===== config.mk =====
export PLATFORM = sky130hd
export DESIGN_NAME = dds_clkgen
export DESIGN_NICKNAME = d
export VERILOG_FILES = /design/src/rtl/dds_pkg.sv /design/src/rtl/dds_trig_edge.sv /design/src/rtl/dds_ctrl.sv /design/src/rtl/dds_accum.sv /design/src/rtl/dds_clkgen.sv
export SDC_FILE = /design/constraint.sdc
export NUM_CORES = 1
export LEC_CHECK = 0
export BUFFER_PORTS_ARGS = -buffer_cell sky130_fd_sc_hd__clkbuf_2
export CAP_MARGIN = 15
export CORE_ASPECT_RATIO = 0.5
export CORE_UTILIZATION = 45
export DETAILED_ROUTE_END_ITERATION = 6
export PLACE_DENSITY = 0.62
export SLEW_MARGIN = 10
export SYNTH_ARGS = -nofsm -noshare
export SYNTH_HDL_FRONTEND = slang
export SYNTH_HIERARCHICAL = 1
export SYNTH_SLANG_ARGS = --single-unit

===== constraint.sdc =====
create_clock -name clk -period 2.8 [get_ports clk]
set_clock_uncertainty 0.05 [all_clocks]
set_input_delay 0.7 -clock clk [delete_from_list [all_inputs] [get_ports clk]]
set_output_delay 0.7 -clock clk [all_outputs]
set_load 0.02 [all_outputs]

===== src/rtl/dds_pkg.sv =====
package dds_pkg;

  // Register port addresses
  typedef enum logic [1:0] {
    REG_SRC   = 2'd0,
    REG_TUNE  = 2'd1,
    REG_PHASE = 2'd2,
    REG_GO    = 2'd3
  } dds_reg_e;

endpackage


===== src/rtl/dds_trig_edge.sv =====
module dds_trig_edge #(
  parameter int TRIG_N = 8
) (
  input  logic              clk,
  input  logic              rst_n,
  input  logic [TRIG_N-1:0] trig_in,
  output logic [TRIG_N-1:0] rise
);

  // One synchronizer and edge detector per line, so that switching
  // the selected line never creates a false edge.
  for (genvar g = 0; g < TRIG_N; g++) begin : g_line
    logic meta_q;
    logic sync_q;
    logic prev_q;

    always_ff @(posedge clk or negedge rst_n) begin
      if (!rst_n) begin
        meta_q <= 1'b0;
        sync_q <= 1'b0;
        prev_q <= 1'b0;
      end else begin
        meta_q <= trig_in[g];
        sync_q <= meta_q;
        prev_q <= sync_q;
      end
    end

    assign rise[g] = sync_q & ~prev_q;
  end

endmodule


===== src/rtl/dds_ctrl.sv =====
module dds_ctrl
  import dds_pkg::*;
#(
  parameter int              ACC_W      = 32,
  parameter int              TRIG_N     = 8,
  parameter logic [ACC_W-1:0] INIT_PHASE = '0,
  localparam int             LINE_W     = (TRIG_N > 1) ? $clog2(TRIG_N) : 1,
  localparam int             SRC_W      = LINE_W + 1
) (
  input  logic              clk,
  input  logic              rst_n,
  input  logic              wr_en,
  input  logic [1:0]        wr_addr,
  input  logic [ACC_W-1:0]  wr_data,
  input  logic [TRIG_N-1:0] rise,
  output logic [ACC_W-1:0]  ftw_pend,
  output logic [ACC_W-1:0]  phase_pend,
  output logic              src_trig,
  output logic              armed,
  output logic              fire,
  output logic              load
);

  logic [SRC_W-1:0]  src_q;
  logic [LINE_W-1:0] src_line;
  logic              sel_rise;
  logic              go_wr;
  logic              imm_load;

  assign src_trig = src_q[SRC_W-1];
  assign src_line = src_q[LINE_W-1:0];
  assign go_wr    = wr_en && (wr_addr == REG_GO);

  always_comb begin
    sel_rise = 1'b0;
    for (int i = 0; i < TRIG_N; i++) begin
      if (src_line == LINE_W'(i)) sel_rise = rise[i];
    end
  end

  assign fire     = armed && src_trig && sel_rise;
  assign imm_load = go_wr && !src_trig;
  assign load     = fire || imm_load;

  always_ff @(posedge clk or negedge rst_n) begin
    if (!rst_n) begin
      src_q      <= '0;
      ftw_pend   <= '0;
      phase_pend <= INIT_PHASE;
    end else if (wr_en) begin
      case (wr_addr)
        REG_SRC:   src_q      <= wr_data[SRC_W-1:0];
        REG_TUNE:  ftw_pend   <= wr_data;
        REG_PHASE: phase_pend <= wr_data;
        default:   ;
      endcase
    end
  end

  always_ff @(posedge clk or negedge rst_n) begin
    if (!rst_n) begin
      armed <= 1'b0;
    end else if (go_wr) begin
      armed <= src_trig;
    end else if (fire) begin
      armed <= 1'b0;
    end
  end

endmodule


===== src/rtl/dds_accum.sv =====
module dds_accum #(
  parameter int               ACC_W      = 32,
  parameter logic [ACC_W-1:0] INIT_PHASE = '0
) (
  input  logic             clk,
  input  logic             rst_n,
  input  logic             load,
  input  logic             hold,
  input  logic [ACC_W-1:0] ftw_pend,
  input  logic [ACC_W-1:0] phase_pend,
  output logic [ACC_W-1:0] acc,
  output logic [ACC_W-1:0] ftw_act,
  output logic             clk_out
);

  always_ff @(posedge clk or negedge rst_n) begin
    if (!rst_n) begin
      acc     <= INIT_PHASE;
      ftw_act <= '0;
    end else if (load) begin
      acc     <= phase_pend;
      ftw_act <= ftw_pend;
    end else if (!hold) begin
      acc     <= acc + ftw_act;
    end
  end

  assign clk_out = acc[ACC_W-1] & ~hold;

endmodule


===== src/rtl/dds_clkgen.sv =====
module dds_clkgen #(
  parameter int               ACC_W      = 32,
  parameter int               TRIG_N     = 8,
  parameter logic [ACC_W-1:0] INIT_PHASE = '0
) (
  input  logic              clk,
  input  logic              rst_n,
  input  logic              wr_en,
  input  logic [1:0]        wr_addr,
  input  logic [ACC_W-1:0]  wr_data,
  input  logic [TRIG_N-1:0] trig_in,
  output logic              clk_out,
  output logic              armed
);

  logic [TRIG_N-1:0] rise;
  logic [ACC_W-1:0]  ftw_pend;
  logic [ACC_W-1:0]  phase_pend;
  logic [ACC_W-1:0]  acc;
  logic [ACC_W-1:0]  ftw_act;
  logic              src_trig;
  logic              fire;
  logic              load;

  dds_trig_edge #(.TRIG_N(TRIG_N)) u_edge (
    .clk     (clk),
    .rst_n   (rst_n),
    .trig_in (trig_in),
    .rise    (rise)
  );

  dds_ctrl #(
    .ACC_W      (ACC_W),
    .TRIG_N     (TRIG_N),
    .INIT_PHASE (INIT_PHASE)
  ) u_ctrl (
    .clk        (clk),
    .rst_n      (rst_n),
    .wr_en      (wr_en),
    .wr_addr    (wr_addr),
    .wr_data    (wr_data),
    .rise       (rise),
    .ftw_pend   (ftw_pend),
    .phase_pend (phase_pend),
    .src_trig   (src_trig),
    .armed      (armed),
    .fire       (fire),
    .load       (load)
  );

  dds_accum #(
    .ACC_W      (ACC_W),
    .INIT_PHASE (INIT_PHASE)
  ) u_accum (
    .clk        (clk),
    .rst_n      (rst_n),
    .load       (load),
    .hold       (armed),
    .ftw_pend   (ftw_pend),
    .phase_pend (phase_pend),
    .acc        (acc),
    .ftw_act    (ftw_act),
    .clk_out    (clk_out)
  );

endmodule


Yosys cells after proc, flatten, opt, wreduce, memory -nomap -nowiden
Index checks and enable logic that the tools add are counted.

storage, ports and cells
  bits in registers = 157
  latch bits = 0
  bits in writable memories = 0
  bits in read-only memories = 0
  bits of input ports = 45
  output and inout port bits = 2
  word-level logic and storage cells = 84
  memories = 0

cells by class
  add/sub/neg operators = 1
  multipliers = 0
  divide/modulo/power cells = 0
  $lt $le $gt $ge = 0
  equality and inequality tests = 11
  shifts and indexed selects = 0
  mux-type cells = 12
  bitwise operators = 18
  reduce and logical (&&, ||, !) cells = 12

operators with widths
  kind                                            number
  2-to-1 mux 32 bit                               2
  adder 32 bit                                    1
  == test 3 bit (second input constant)           4
  2-to-1 mux 1 bit                                10
  bitwise AND 1 bit                               9
  NOT 1 bit                                       9
  == test 3 x 2 -> 1 bit (second input constant)  2
  AND reduction 2 bit                             3
  == test 2 bit (second input constant)           2
  logical AND 1 bit                               4
  == test 3 x 1 -> 1 bit (second input constant)  1
  zero test 3 bit                                 1
  == test 2 x 1 -> 1 bit (second input constant)  1
  zero test 2 bit                                 1
  != test 2 bit (second input constant)           1
  nonzero test 2 bit                              1
  zero test 1 bit                                 1
  logical OR 1 bit                                1

Longest topological paths before layout
Gate-level depths: netlist of the first run.

  depth after elaboration = 13
  gate-level depth with buffers = 11
  depth with buffers taken out = 11

Cells and area by module
Netlist of the first run, hierarchy kept.

by module, submodules not included
  module         instances  cells each  area an instance (um^2)  sequential area each (um^2)
  dds_accum      1          436         4251.6                   1601.5
  dds_ctrl       1          164         2986.6                   1726.7
  dds_trig_edge  1          32          710.7                    600.6

Worst setup path after synthesis of the first run
Ideal clock, no wire load.

  path kind = register to register
  start = register u_accum.acc[0]
  end = register u_accum.acc[24]
  setup time = 0.072 ns
  arrival = 2.659 ns
  required time = 2.678 ns
  path slack = 0.019 ns
  cell stages (with the launch flop) = 12
  path buffers = 0
  period minus slack after synthesis = 2.781 ns
  path through = dfrtp_1 > ha_1 > fa_1 > a21oi_1 > and4b_1 > o21ai_1 > o21ai_2 > a211oi_1 > nor2_1 > a21oi_1 > mux2_2 > nor2_1

on the way
  word-level cells in the longest chain between the ends = 3

ends and longest elaborated chain
  item                      RTL line         RTL
  start: declaration        dds_accum.sv:11  output logic [ACC_W-1:0] acc,
  start signal: assignment  dds_accum.sv:21  acc <= phase_pend;
  start signal: assignment  dds_accum.sv:24  acc <= acc + ftw_act;
  adder 32 bit              dds_accum.sv:24
  2-to-1 mux 32 bit         dds_accum.sv:23  end else if (!hold) begin
  2-to-1 mux 32 bit         dds_accum.sv:20  end else if (load) begin

No other way between the ends. The select of a mux whose other input is x is not followed.
A chain may end at the register's enable or synchronous reset.

Worst setup path in the final report of the first run
  start = register u_accum.acc[1]
  end = register u_accum.acc[27]

Same word-level chain as after synthesis.

==> impl_metrics.py, run 1 <==
metrics = {
    "cts": {
        "hold_buffers": 0,
        "cts_buffers": 17,
        "clk_pin_slew_ns": 0.07,
        "clockBufferDepth": 2,
        "cts_tree": "built",
        "h-tree-depth": 4,
        "insertion_delay_ns": 0.43,
        "clkSinkCount": 157,
        "cts_root_buffer": "clkbuf_16",
    },
    "power": {
        "power.leakage_nw": 4.32,
        "powerDensity_nw_per_um2": 1310,
        "irDropWorstVdd_mv": 0.532,
    },
    "min_path": {
        "hold_path_class": "in2async",
    },
    "critical_path": {
        "critical_path.max_stage_delay_ns": 0.39,
        "critPathTopFamily": "compound AO/OA/AOI/OAI gates",
        "slowest_stage": "dfrtp_1",
        "worstSetupPathType": "reg2reg",
        "crit_fanout": 3,
        "path_cells": "ha_1, a211oi_4, o211ai_1, a311oi_2, o22ai_1, o41a_1, a21oi_2, xor2_1, nor3_1, a221o_1",
        "startpoint_type": "flop",
        "crit_buf_inv": 0,
        "endpoint_kind": "flop",
        "critPathRequiredTime_ns": 3.06,
        "worstPathArrival_ns": 3.05,
    },
    "grt": {
        "grtUsageTotal_pct": 18.0,
        "grt_start_max_net_pins": 58,
        "grt_overflow": 0,
        "grt_pass1_vias": 4904,
        "grt_pass1_wl_mm": 25.3,
        "antenna_found_initial": 0,
    },
    "floorplanning": {
        "ios": 47,
        "die_x_um": 190,
        "num_rows": 33,
        "die_h_um": 96.0,
        "initial_core_util_pct": 47.3,
        "fp.coreArea_um2": 16800,
        "die_area_um2": 18200,
    },
    "synthesis": {
        "syn_area_um2": 7950,
        "syn-num-nets": 708,
        "synth_warnings": 6,
        "avgSynthCellArea_um2": 12.6,
        "syn_inst": 631,
    },
    "timing": {
        "worst_slack_ns": 0.0112,
        "fin_crit_sh_pct": 99.6,
        "period_minus_slack_ns": 2.79,
        "tightest_slew_ns": 0.687,
        "slew_headroom_pct": 54.2,
        "fmax_ghz": 0.359,
        "finalHoldViolations": 0,
        "setup_viol": 0,
        "slew_violations": 0,
        "rsz0062_at_grt": "true",
        "finalHoldWorstSlack_ns": 0.193,
    },
    "final_layout": {
        "fin_nets": 776,
        "layout.cells.non_filler": 939,
        "drive_gt1_share_pct": 35.4,
        "postLayoutCoreUtil_pct": 55.4,
        "area_growth_pct": 17.1,
        "regArea_um2": 3930,
        "diodes": 0,
        "multi_input_area_um2": 3910,
        "fillers": 1412,
    },
    "route": {
        "wl_mm": 15.5,
        "wl_per_cell_um": 16.5,
        "first_iter_violations": 311,
        "antenna_left": 0,
        "drc": 0,
        "route.vias.total": 4989,
        "dr.pass1.iters": 4,
        "viasPerCell": 5.31,
    },
    "placed_design": {
        "dp_hpwl_mm": 10.2,
        "routabilityCongestion": 0.851,
        "dp_cells": 902,
        "place_ws_ns": -0.163,
        "io_buffers": 46,
    },
    "run_status": {
        "status": "finished, final reports clean",
    },
    "flow_run": {
        "maxCapViolCount": 0,
    },
}
[metrics by stage]
stage / area, µm² / total power [mW] / TNS (ns)
floorplan: 7950 / 7.89 / 0
global placement: 8570 / 9.35 / -0.0219
detailed placement: 8570 / 9.45 / -0.621
CTS: 9220 / 12.0 / 0
global route: 9310 / 13.1 / -0.248
finish: 9310 / 12.2 / 0
[sequential cells by signal, indices dropped and copies added (netlist names), 4 cells and up]
name / cells
u_accum/acc: 32
u_accum/ftw_act: 32
u_ctrl/ftw_pend: 32
u_ctrl/phase_pend: 32
u_edge/g_line.meta_q: 8
u_edge/g_line.prev_q: 8
u_edge/g_line.sync_q: 8
u_ctrl/src_q: 4
[what timing repair did]
action / in CTS / in global routing
endpoints found under the setup margin: 9 / 9
buffers inserted: 4 / 1
pin swaps: 2 / 5
resized for setup: 6 / 12
[power breakdown]
part           total (mW)  internal (mW)  leakage, nW  switching [mW]
Sequential           3.44           3.01         1.86           0.434
Combinational        6.38           3.26         2.17            3.12
Clock                2.37           1.35        0.300            1.02
[final cells by class]
| cell class | instances | share of cell area [%] |
|---|---|---|
| clock buffer | 17 | 4.57 |
| clock inverter | 15 | 1.87 |
| inverter | 6 | 0.242 |
| multi-input combinational | 433 | 42.0 |
| sequential | 157 | 42.2 |
| tap | 227 | 3.05 |
| timing repair buffer | 84 | 6.05 |
[final timing paths]
| kind | to | cells after the start | slack, ns | startpoint |
|---|---|---|---|---|
| setup / recovery | u_accum/acc[27] | 10 | 0.01 | u_accum/acc[1] |
| hold / removal | u_ctrl/phase_pend[8] | 1 | 0.19 | rst_n |
| setup reg to reg | u_accum/acc[27] | 10 | 0.01 | u_accum/acc[1] |
| hold reg to reg | u_edge/g_line[3].sync_q | 0 | 0.30 | u_edge/g_line[3].meta_q |
| max in group asynchronous | u_edge/g_line[1].sync_q | 2 | 1.86 | rst_n |
| min in group clk | u_edge/g_line[3].sync_q | 0 | 0.30 | u_edge/g_line[3].meta_q |
[cells in the final DEF (no fill, tap or decap), types with 3 or more instances in the layout]
master / n
a21o_1: 18
a21oi_1: 32
a21oi_2: 4
buf_12: 3
buf_4: 34
clkbuf_16: 17
clkbuf_2: 45
dfrtp_1: 156
ha_1: 28
inv_1: 6
inv_6: 7
inv_8: 3
mux2_2: 46
mux2_4: 60
mux2i_1: 7
nand2_1: 38
nand2b_1: 4
nand3_1: 9
nand4_1: 8
nor2_1: 17
nor2b_1: 4
nor2b_4: 8
nor3_1: 6
o211ai_1: 17
o21a_1: 20
o21ai_0: 21
o21ai_1: 4
o21bai_1: 8
o22ai_1: 4
xnor2_1: 13
xor2_1: 14
[routing by layer]
| layer | up-vias | wire, µm | track usage (%) |
|---|---|---|---|
| li1 | 2434 | - | - |
| met1 | 2486 | 8140 | 26.3 |
| met2 | 61 | 6760 | 26.4 |
| met3 | 8 | 471 | 4.85 |
| met4 | 0 | 97 | 4.37 |
| met5 | - | 0 | 0 |
[worst register-to-register path: cells and delay by family, from the launching register on]
family                     cells  cell delay, ns
AOI/OAI and AO/OA              7            1.67
xor gates and xnor gates       1            0.16
DFF                            1            0.39
and+or+nand+nor                1            0.06
adders and majority gates      1            0.35
Note: power is estimated with default switching activity, not from simulation.
==> run 2, diff against run 1 <==
CTS_BUF_LIST = sky130_fd_sc_hd__clkbuf_2   (was default)
==> run 2 against run 1 <==
  * The flow now finishes with violations (negative setup slack)
  * Worst setup slack worse by 0.040 ns
  * Via count rose by 0.32%
  * Utilization fell by 1.5 points
  * First-iteration DRC count increased by 8.0%
  * Highest routed layer unchanged
  * Largest cell class unchanged
  * Cell count up 0.96%
  * Fmax decreased by 1.4%
  * Count of clock-buffer cells in the layout unchanged
  * Critical endpoint is now u_accum/acc[31]
  * Sequential share of layout area grew 1.2 points
==> impl_metrics.py, run 2 (synthesis results as in run 1) <==
metrics = {
    "min_path": {
        "hold_path_class": "in2reg",
        "holdCritStartpoint": "wr_data[30]",
    },
    "placed_design": {
        "place_ws_ns": -0.163,
        "io_buffers": 46,
        "routabilityCongestion": 0.851,
        "dp_cells": 902,
        "dp_hpwl_mm": 10.2,
    },
    "run_status": {
        "violations": "negative setup slack",
        "status": "complete, but fails checks",
    },
    "grt": {
        "grtUsageTotal_pct": 17.9,
        "grt_pass1_wl_mm": 25.1,
        "antenna_found_initial": 0,
        "grt_overflow": 0,
        "grt_start_max_net_pins": 58,
        "grt_pass1_vias": 4950,
    },
    "route": {
        "wl_per_cell_um": 16.2,
        "dr.pass1.iters": 4,
        "wl_mm": 15.4,
        "antenna_left": 0,
        "met2_length_mm": 6.63,
        "met1_length_mm": 8.08,
        "top_layer_used": "met4",
        "drc": 0,
        "viasPerCell": 5.28,
        "route.met3.wl_um": 571,
        "route.vias.total": 5005,
        "first_iter_violations": 336,
    },
    "critical_path": {
        "critPathRequiredTime_ns": 3.40,
        "worstSetupPathType": "reg2reg",
        "worstSetupStartpoint": "u_accum/acc[0]",
        "r2r_start": "u_accum/acc[0]",
        "worstPathArrival_ns": 3.43,
        "crit_fanout": 2,
        "endpoint_kind": "flop",
        "startpoint_type": "flop",
    },
    "final_layout": {
        "fillers": 1461,
        "drive_gt1_share_pct": 35.4,
        "area_growth_pct": 13.9,
        "diodes": 0,
        "fin_nets": 785,
        "final_common_cell": "dfrtp_1",
        "layout.cells.non_filler": 948,
        "final_cell_mix": "156 x dfrtp_1, 62 x clkbuf_2, 60 x mux2_4",
    },
    "timing": {
        "worst_slack_ns": -0.0284,
        "fmax_ghz": 0.354,
        "slew_violations": 0,
        "slew_headroom_pct": 54.1,
        "tightest_slew_ns": 0.689,
        "finalHoldWorstSlack_ns": 0.125,
        "period_minus_slack_ns": 2.83,
        "rsz0062_at_grt": "true",
        "fin_crit_sh_pct": 101,
        "setup_viol": 2,
        "finalHoldViolations": 0,
    },
    "cts": {
        "insertion_delay_ns": 0.74,
        "clkSinkCount": 157,
        "h-tree-depth": 4,
        "clockBufferDepth": 2,
        "cts_root_buffer": "clkbuf_2",
        "cts_tree": "built",
        "cts_buffers": 17,
        "clk_pin_slew_ns": 0.27,
    },
    "floorplanning": {
        "die_x_um": 190,
        "initial_core_util_pct": 47.3,
        "ios": 47,
        "die_h_um": 96.0,
        "num_rows": 33,
        "fp.coreArea_um2": 16800,
        "die_area_um2": 18200,
    },
    "power": {
        "powerDensity_nw_per_um2": 1240,
        "irDropWorstVdd_mv": 0.489,
        "power.leakage_nw": 4.23,
        "power_mw": 11.2,
    },
    "flow_run": {
        "maxCapViolCount": 0,
    },
}
==> run 2: cell types whose count changed in the layout (fill, tap and decap cells not counted), moves of 2 or more <==
| cell | previous run | this run |
|---|---|---|
| dlygate4sd3_1 | 0 | 9 |
| ha_1 | 28 | 30 |
| clkbuf_16 | 17 | 0 |
| a41oi_2 | 0 | 2 |
| clkbuf_2 | 45 | 62 |
| ha_4 | 2 | 0 |
==> run 2: routing by layer <==
metal	vias to the layer above	track usage, %
met5	-	0
met4	0	4.44
met3	6	4.70
met2	76	26.6
met1	2481	25.9
li1	2442	-
==> run 2: critical path: stages (launching register included) <==
cell and delay [ns]:
dfrtp_1 0.45, ha_2 0.21, buf_6 0.12, a211oi_4 0.24, o211ai_1 0.15, a311oi_2 0.35, o22ai_1 0.14, o41a_1 0.37
buf_4 0.16, a311oi_2 0.23, xor2_1 0.19, o21ai_1 0.08
==> run 2: what timing repair did <==
item / 4_1_cts / 5_1_grt
pin swaps: 3 / 5
setup endpoints to repair: 12 / 13
hold buffers: 9 / 0
gates resized for setup: 8 / 13
endpoints found under the hold margin: 62 / 0
buffers inserted: 1 / 4
==> run 2: cell type report <==
type / instances / area [µm²] / share of cell area, %
multi-input cells: 433 / 3900 / 43.1
flip-flops and latches: 157 / 3930 / 43.4
clock buffers: 17 / 85.1 / 0.940
well taps: 227 / 284 / 3.14
clock inverters: 15 / 174 / 1.92
repair buffers: 93 / 653 / 7.22
inverters: 6 / 22.5 / 0.249
==> run 2: power breakdown <==
| part | switching [mW] | internal [mW] | leakage (nW) |
|---|---|---|---|
| sequential | 0.421 | 3.00 | 1.86 |
| clock | 0.908 | 0.450 | 0.161 |
| combinational | 3.16 | 3.27 | 2.21 |
| total | 4.48 | 6.72 | 4.23 |
==> run 2: worst paths after layout <==
| check | to | slack [ns] | cells after the start |
|---|---|---|---|
| min in group asynchronous | u_ctrl/src_q[2] | 0.40 | 2 |
| worst min-delay path | u_ctrl/phase_pend[30] | 0.13 | 2 |
| worst min register to register | u_edge/g_line[7].sync_q | 0.33 | 0 |
| worst max-delay path | u_accum/acc[31] | -0.03 | 11 |
| max in group asynchronous | u_ctrl/ftw_pend[21] | 1.65 | 3 |
| worst max register to register | u_accum/acc[31] | -0.03 | 11 |
==> run 2: stage by stage <==
| stage | cell area, µm² | util (%) | setup TNS, ns |
|---|---|---|---|
| 2_1_floorplan | 7950 | - | 0 |
| 3_3_place_gp | 8570 | 51.0 | -0.0219 |
| 3_5_place_dp | 8570 | 51.0 | -0.621 |
| 4_1_cts | 8960 | 53.3 | -0.0471 |
| 5_1_grt | 9050 | 53.9 | -0.727 |
| 6_report | 9050 | 53.9 | -0.0484 |
==> run 3, diff against run 2 <==
PLACE_DENSITY = 0.67   (was 0.62)
==> run 3 against run 2 <==
  * The flow still finishes with violations (negative setup slack)
  * Via count is 0.16% lower
  * Cell count fell by 0.42%
  * Critical endpoint unchanged
  * Combinational power is 3% lower
  * First-iteration DRC count shrank 27%
  * Total power shrank 1.9%
  * Register-to-register slack worse by 0.03 ns
  * Clock power fell by 4%
==> impl_metrics.py, run 3 (synthesis results as in run 1) <==
metrics = {
    "run_status": {
        "status": "complete, but fails checks",
        "violations": "negative setup slack",
    },
    "cts": {
        "h-tree-depth": 4,
        "cts_tree": "built",
        "clk_pin_slew_ns": 0.27,
        "cts_root_buffer": "clkbuf_2",
        "insertion_delay_ns": 0.74,
        "cts_buffers": 17,
        "clkSinkCount": 157,
        "clockBufferDepth": 2,
    },
    "critical_path": {
        "r2r_slack_ns": -0.06,
        "critical_path.max_stage_delay_ns": 0.46,
        "path_cells": "ha_2, buf_6, a211oi_4, o211ai_1, a311oi_2, o22ai_2, o41a_1, buf_4, a311oi_2, xor2_1, o21ai_1",
        "worstPathArrival_ns": 3.45,
        "reg2reg_to": "u_accum/acc[31]",
        "startpoint_type": "flop",
        "critPathRequiredTime_ns": 3.39,
        "cpMostUsedCell": "a311oi_2",
        "endpoint_kind": "flop",
        "crit_buf_inv": 2,
        "crit_fanout": 2,
        "worstSetupPathType": "reg2reg",
        "r2r_start": "u_accum/acc[0]",
        "r2r_cells": 11,
        "critPathTopFamily": "compound AO/OA/AOI/OAI gates",
        "slowest_stage": "dfrtp_1",
    },
    "power": {
        "power_mw": 11.0,
        "pwr-share-clk_pct": 11.8,
        "powerDensity_nw_per_um2": 1220,
        "switching_share_pct": 40.0,
        "power.leakage_nw": 4.18,
        "p_sw_mw": 4.39,
        "internal_power_mw": 6.59,
        "p_seq_share_pct": 31.4,
        "irDropWorstVdd_mv": 0.431,
        "power_frac_comb_pct": 56.8,
    },
    "floorplanning": {
        "ios": 47,
        "die_x_um": 190,
        "fp.coreArea_um2": 16800,
        "die_h_um": 96.0,
        "die_area_um2": 18200,
        "initial_core_util_pct": 47.3,
        "num_rows": 33,
    },
    "final_layout": {
        "finish.instance_area_um2": 8970,
        "area_growth_pct": 12.9,
        "final_common_cell": "dfrtp_1",
        "fin_nets": 781,
        "postLayoutCoreUtil_pct": 53.4,
        "final_cell_mix": "156 x dfrtp_1, 63 x clkbuf_2, 60 x mux2_4",
        "drive_gt1_share_pct": 34.3,
        "diodes": 0,
    },
    "route": {
        "viasPerCell": 5.29,
        "wl_per_cell_um": 16.2,
        "drc": 0,
        "wl_mm": 15.3,
        "dr.pass1.iters": 4,
        "first_iter_violations": 245,
        "route.vias.total": 4997,
        "antenna_left": 0,
    },
    "timing": {
        "fin_setup_tns_ns": -0.118,
        "tightest_slew_ns": 0.672,
        "worst_slack_ns": -0.0574,
        "period_minus_slack_ns": 2.86,
        "rsz0062_at_grt": "true",
        "fmax_ghz": 0.350,
        "finalHoldWorstSlack_ns": 0.120,
        "finalHoldViolations": 0,
        "slew_headroom_pct": 55.2,
        "slew_violations": 0,
        "fin_crit_sh_pct": 102,
        "setup_viol": 3,
    },
    "min_path": {
        "whs_endpoint": "u_ctrl/phase_pend[30]",
        "hold_path_depth": 2,
        "hold_path_class": "in2reg",
        "holdCritStartpoint": "wr_data[30]",
    },
    "grt": {
        "grt_pass1_vias": 5013,
        "antenna_found_initial": 0,
        "use_met2_pct": 27.3,
        "grt_start_max_net_pins": 65,
        "grtUsageMet1_pct": 25.3,
        "busiest_layer": "met2",
        "grt_use_met3_pct": 4.70,
        "grt_overflow": 0,
        "grtUsageTotal_pct": 17.9,
        "grt_pass1_wl_mm": 25.3,
    },
    "placed_design": {
        "io_buffers": 46,
        "dpl_cell_area_um2": 8540,
        "routabilityCongestion": 0.869,
        "dp_hpwl_mm": 10.2,
    },
    "flow_run": {
        "maxCapViolCount": 0,
    },
}
[run 3: changes by cell type in the layout (fill, tap and decap cells not counted), moves of 2 or more]
cell,previous run,this run
buf_4,34,31
clkinv_2,2,0
clkinvlp_4,0,4
inv_6,7,5
inv_8,3,1
o21ai_0,20,18
o21ai_1,5,7
o21ai_2,0,2
o21ai_4,2,0
[run 3: layout make-up]
class | count | area [µm²]
multi-input cells | 433 | 3870
repair buffers | 89 | 611
inverters | 6 | 22.5
fillers | 1441 | 7840
clock buffers | 18 | 90.1
flip-flops and latches | 157 | 3930
well taps | 227 | 284
clock inverters | 14 | 158
[run 3: worst max-delay path by stage]
stage                         from              end  depth (start not counted)
finish              u_accum/acc[0]  u_accum/acc[31]                         11
global route        u_accum/acc[0]  u_accum/acc[31]                         11
CTS                 u_accum/acc[0]  u_accum/acc[27]                         11
detailed placement  u_accum/acc[0]  u_accum/acc[24]                         11
global placement    u_accum/acc[0]  u_accum/acc[24]                         11
floorplan           u_accum/acc[0]  u_accum/acc[24]                         11
[run 3: power groups by stage]
stage | Sequential (mW) | Combinational (mW) | Clock [mW]
after CTS | 3.46 | 5.99 | 1.36
final | 3.45 | 6.24 | 1.30
after detailed placement | 3.50 | 5.90 | 0
after floorplan | 3.33 | 4.55 | 0
after global placement | 3.48 | 5.80 | 0
after global routing | 3.54 | 6.90 | 1.45
[run 3: repair_timing]
item	4_1_cts	5_1_grt
hold endpoints to repair	61	0
endpoints found under the setup margin	9	14
pin swaps	2	6
resized for setup	3	13
hold buffers	9	0
buffers inserted	0	3
[run 3: layer usage]
metal  vias up  share of wire (%)
li1       2437                  -
met1      2466                 51
met2        87                 44
met3         7                4.2
met4         0               0.58
met5         -                  0
[run 3: through the flow]
step / instances / setup slack (ns)
6_report: 944 / -0.0574
5_1_grt: 944 / -0.244
4_1_cts: 941 / -0.0367
3_5_place_dp: 900 / -0.0882
3_3_place_gp: 900 / -0.0192
2_1_floorplan: 631 / 0.0191
